## config.mk

```make
export PLATFORM = sky130hd
export DESIGN_NAME = hs_flag_unit
export DESIGN_NICKNAME = d
export VERILOG_FILES = /design/src/rtl/hs_flag_unit.sv
export SDC_FILE = /design/constraint.sdc
export NUM_CORES = 1
export LEC_CHECK = 0
export BUFFER_PORTS_ARGS = -buffer_cell sky130_fd_sc_hd__buf_2
export CAP_MARGIN = 20
export CORE_UTILIZATION = 46
export CTS_CLUSTER_SIZE = 10
export DETAILED_ROUTE_END_ITERATION = 10
export PLACE_DENSITY = 0.87
export SYNTH_ARGS = -nofsm -noshare
export SYNTH_HDL_FRONTEND = slang
export SYNTH_SLANG_ARGS = --single-unit
```

## constraint.sdc

```tcl
create_clock -name clk -period 2.65 [get_ports clk]
set_input_delay 0.1325 -clock clk [delete_from_list [all_inputs] [get_ports clk]]
set_output_delay 0.1325 -clock clk [all_outputs]
set_load 0.02 [all_outputs]
```

## src/rtl/hs_flag_unit.sv

```systemverilog
module hs_flag_unit #(
  parameter int DW = 16,
  parameter int AW = 3,
  parameter int SYNC = 3
) (
  input  logic          clk,
  input  logic          rst_n,
  input  logic          wr_en,
  input  logic [AW-1:0] wr_addr,
  input  logic [DW-1:0] wr_data,
  input  logic          rd_addr,
  output logic [DW-1:0] rd_data,
  input  logic          loop_mode,
  input  logic          peer_req_a,
  input  logic          peer_req_b,
  input  logic [DW-1:0] peer_din,
  output logic [DW-1:0] link_data,
  output logic          str_ready,
  output logic          str_done,
  output logic          irq
);
  localparam logic [AW-1:0] A_CTRL = 0, A_SEND = 1, A_TAKE = 2, A_CLR_B = 3, A_CLR_A = 4;

  logic ready_lvl, done_lvl, en_a, en_b, raise_pend, done_pulse;
  logic prev_ready, prev_done, lat_a, lat_b;
  logic [SYNC-1:0] sync_a, sync_b;

  assign str_ready = ready_lvl;
  assign str_done  = done_lvl | done_pulse;

  wire set_a = loop_mode ? (str_ready & ~prev_ready) : (sync_a[SYNC-2] & ~sync_a[SYNC-1]);
  wire set_b = loop_mode ? (str_done & ~prev_done)   : (sync_b[SYNC-2] & ~sync_b[SYNC-1]);
  wire clr_a = wr_en & (wr_addr == A_CTRL || wr_addr == A_TAKE || wr_addr == A_CLR_A);
  wire clr_b = wr_en & (wr_addr == A_CTRL || wr_addr == A_SEND || wr_addr == A_CLR_B);

  assign irq = (lat_a & en_a) | (lat_b & en_b);
  assign rd_data = rd_addr ? peer_din
                           : DW'({lat_b, lat_a, en_b, en_a, 2'b00, done_lvl, ready_lvl});

  always_ff @(posedge clk or negedge rst_n) begin
    if (!rst_n) begin
      ready_lvl  <= 1'b0;
      done_lvl   <= 1'b0;
      en_a       <= 1'b0;
      en_b       <= 1'b0;
      raise_pend <= 1'b0;
      done_pulse <= 1'b0;
      prev_ready <= 1'b0;
      prev_done  <= 1'b0;
      lat_a      <= 1'b0;
      lat_b      <= 1'b0;
      sync_a     <= '0;
      sync_b     <= '0;
      link_data  <= '0;
    end else begin
      prev_ready <= str_ready;
      prev_done  <= str_done;
      sync_a     <= {sync_a[SYNC-2:0], peer_req_a};
      sync_b     <= {sync_b[SYNC-2:0], peer_req_b};
      done_pulse <= 1'b0;
      if (raise_pend) begin
        ready_lvl  <= 1'b1;
        raise_pend <= 1'b0;
      end
      if (wr_en) begin
        case (wr_addr)
          A_CTRL: begin
            ready_lvl  <= wr_data[0];
            done_lvl   <= wr_data[1];
            en_a       <= wr_data[4];
            en_b       <= wr_data[5];
            raise_pend <= 1'b0;
          end
          A_SEND: begin
            link_data  <= wr_data;
            ready_lvl  <= 1'b0;
            raise_pend <= 1'b1;
          end
          A_TAKE:  done_pulse <= 1'b1;
          default: ;
        endcase
      end
      lat_a <= set_a | (lat_a & ~clr_a);
      lat_b <= set_b | (lat_b & ~clr_b);
    end
  end
endmodule

```

* After elaboration in Yosys (flattened, before gate mapping)
Index checks and enable logic that the tools add are counted.
Storage, ports and cells: input bits 42, flip-flop bits (word level) 32, logic and storage cells 54
Cells by class: multiplexer cells 10, bitwise gates (word level) 20, equality and inequality tests 4, reductions and logical operators 7
Operators by type and width (count):
- $mux W16 | 1
- $and A1 B1 Y1 | 10
- $mux W1 | 8
- $eq A3 B2 Y1 const B | 2
- $not A1 Y1 | 6
- $logic_or A1 B1 Y1 | 4
- $or A1 B1 Y1 | 4
- $reduce_and A2 Y1 | 2
- $eq A3 B1 Y1 const B | 1
- $eq A3 B3 Y1 const B | 1
- $logic_not A3 Y1 | 1
- $pmux W1 S2 | 1

* Depth between registers and ports, before layout
depth after elaboration 7, gate-level depth with buffers 4

* Least setup slack after synthesis
OpenSTA, ideal clock, no wires.
kind input to register, start point input wr_addr[2], end point register link_data[10], slack 1391 ps, setup time 125 ps, path buffers 1, stages on the path 4, arrival 1134 ps, cells stage by stage nand2b_4 > nor3b_4 > buf_12 > mux2_4
On the way: word-level cells in the longest chain between the ends 2
RTL lines:
- start: declaration | RTL line 9 | input logic [AW-1:0] wr_addr,
- $eq A3 B1 Y1 | RTL line 66 | case (wr_addr)
- $reduce_and A2 Y1 (no source line)
- end signal: assignment | RTL line 75 | link_data <= wr_data;
- end: declaration | RTL line 17 | output logic [DW-1:0] link_data,
Every way passes these cells. A chain may end at the register's enable or synchronous reset.

* Worst setup path after layout
start point register done_lvl, end point output str_done
On the way: word-level cells in the longest chain between the ends 1
RTL lines:
- start: declaration | RTL line 24 | logic ready_lvl, done_lvl, en_a, en_b, raise_pend, done_pulse;
- start signal: assignment | RTL line 69 | done_lvl <= wr_data[1];
- $or A1 B1 Y1 | RTL line 29 | assign str_done = done_lvl | done_pulse;
- end: declaration | RTL line 19 | output logic str_done,
Every way passes these cells.

==> flow_metrics.env <==
export IMPL_drive_gt1_share_pct=64.6
export IMPL_dp_hpwl_mm=2.21
export IMPL_cts_buffer_depth=2
export IMPL_fp_coreArea_um2=2780
export IMPL_path_cells="or2_2 -> buf_2"
export IMPL_grt_max_degree=33
export IMPL_top_regs="link_data (16), sync_a (3), sync_b (3)"
export IMPL_syn_cell_area_um2=1360
export IMPL_grt_usage_pct=20.9
export IMPL_finalHoldViolations=0
export IMPL_area_growth_pct=38.3
export IMPL_pre_cts_ws_ps=1260
export IMPL_grt_pass1_wl_mm=4.81
export IMPL_top_register="link_data"
export IMPL_multi_input_area_um2=519
export IMPL_gp_congestion=0.751
export IMPL_finalMaxSlewViolations=0
export IMPL_crit_slowest_cell="dfrtp_1"
export IMPL_yosys_register_bits=32
export IMPL_slew_headroom_pct=55.6
export IMPL_numPortBuffers=76
export IMPL_clock_sinks=32
export IMPL_die_y_um=56.3
export IMPL_clk_latency_ps=330
export IMPL_die_area_um2=3170
export IMPL_final_util_pct=67.4
export IMPL_cp_arrival_ps=1250
export IMPL_boundaryPins=77
export IMPL_min_period_ps=1380
export IMPL_drc=0
export IMPL_post_cts_buffers=0
export IMPL_insertedDiodeCount=0
export IMPL_cp_max_fo=3
export IMPL_status="finished, final reports clean"
export IMPL_setup_violations=0
export IMPL_finalCritPeriodShare_pct=52.0
export IMPL_p_leak_nw=0.965
export IMPL_fillerInstances=192
export IMPL_dpl_cell_area_um2=1750
export IMPL_yosysSeqAreaShare_pct=59.1
export IMPL_initial_utilization_pct=48.7
export IMPL_first_global_vias=1038
export IMPL_cp_required_ps=2520
export IMPL_drt_pass1_iterations=3
export IMPL_endpoint_kind="output port"
export IMPL_synth_cell_types=21
export IMPL_die_w_um=56.3
export IMPL_cts_root_buf="clkbuf_4"
export IMPL_clock_skew_final_ps=9.03
export IMPL_synthesis_nets=131
export IMPL_vias=1020
export IMPL_synth_avg_cell_area_um2=15.2
export IMPL_cts_clk_slew_worst_paths_ps=110
export IMPL_nets=216
export IMPL_power_density_nw_per_um2=737
export IMPL_postRouteAntennaNets=0
export IMPL_startpoint_type="flip-flop"
export IMPL_setup_ws_ps=1270
export IMPL_rsz0062_at_grt="false"
export IMPL_synth_warnings=0
export IMPL_grt_overflow_total=0
export IMPL_cts_tree="yes"
export IMPL_clock_fmax_mhz=725
export IMPL_final_area_um2=1870
export IMPL_wl_mm=2.93
export IMPL_drv_cap=0
export IMPL_wl_per_cell_um=14.2
export IMPL_cts_buffers=5
export IMPL_htree_levels=2
export IMPL_timing_worst_slew_pin_value_ps=666
export IMPL_tns_ps=0
export IMPL_ff_latch_area_um2=801
export IMPL_ir_worst_vdd_uv=594
export IMPL_slowest_delay_ps=420
export IMPL_drt_iter0_drc=22
export IMPL_largest_reg_flops=16
export IMPL_synthCells=89
export IMPL_num_rows=19
export IMPL_hp_class="input port to flip-flop"
export IMPL_antenna_found_initial=0
export IMPL_vias_per_cell=4.95
export IMPL_crit_type="flip-flop to output port"
-- placed cells by master (no fill, tap or decap), drive strengths merged, types with 2 or more instances in the layout --
master,instances
nor3b,4
and2,10
inv,2
clkbuf,5
dlygate4sd3,4
mux2,25
dfrtp,32
nor2b,2
buf,77
-- layout make-up --
cell class	instances	share of cell area, %
sequential	32	42.7
timing repair buffer	81	22.8
tap	31	2.07
inverter	2	0.401
clock inverter	3	2.27
multi-input combinational	52	27.7
clock buffer	5	2.00
-- logic make-up (layout without fill, tap and decap cells) --
| logic type | Yosys count | count (layout) | synth area share [%] |
|---|---|---|---|
| buffers and inverters | 5 | 91 | 2.59 |
| AND/OR/NAND/NOR | 21 | 21 | 11.3 |
| flip-flops | 32 | 32 | 59.1 |
| multiplexers | 25 | 25 | 23.3 |
| AO/OA/AOI/OAI | 6 | 6 | 3.79 |
-- metal layers --
| layer | share of wire [%] | track usage, % |
|---|---|---|
| met5 | 0 | 0 |
| met4 | 0.38 | 7.32 |
| met3 | 10 | 8.76 |
| met2 | 52 | 36.7 |
| met1 | 38 | 22.5 |
-- critical path, delay by kind of cell, from the launching register on --
kind	cells	cell delay, ps
flops	1	420
simple gates	1	330
buf+inv	1	170
-- power by group --
part | switching [mW] | internal, mW
registers | 0.0511 | 0.573
clock network | 0.168 | 0.197
logic | 0.206 | 0.186
total | 0.425 | 0.956
-- worst paths after layout --
check | from | endpoint | slack (ps) | cells after the start
max | done_lvl | str_done | 1270 | 2
min | wr_data[13] | link_data[13] | 30 | 2
max reg2reg | done_lvl | lat_b | 1440 | 2
min reg2reg | sync_b[0] | sync_b[1] | 360 | 0
max in group asynchronous | rst_n | prev_done | 1850 | 2
min in group asynchronous | rst_n | link_data[12] | 370 | 2
-- synth_stat cells, drive strengths merged --
master | count | share of area, %
a311o | 1 | 0.74
and2 | 10 | 4.6
nand3b | 1 | 0.55
nor3b | 4 | 3.0
nor3 | 1 | 0.37
buf | 1 | 1.5
mux2 | 25 | 23
inv | 2 | 0.55
nand2b | 1 | 1.0
nor2b | 2 | 0.92
o22ai | 1 | 0.46
a221o | 1 | 0.74
a22o | 1 | 0.65
clkbuf | 2 | 0.55
or2 | 1 | 0.46
o21a | 1 | 0.55
dfrtp | 32 | 59
nand2 | 1 | 0.28
o41ai | 1 | 0.65
-- timing repair --
action | 4_1_cts | 5_1_grt
gates resized for setup | 0 | 0
endpoints found under the hold margin | 34 | 1
hold buffers | 3 | 1
-- per-stage QoR --
stage          power, mW  cells  hold slack, ps
2_1_floorplan      0.870     89            -163
3_3_place_gp        1.01    194             181
3_5_place_dp        1.02    194             201
4_1_cts             1.40    205            5.41
5_1_grt             1.46    206            7.42
6_report            1.38    206            25.1
Power figures use the tool's default switching activity.
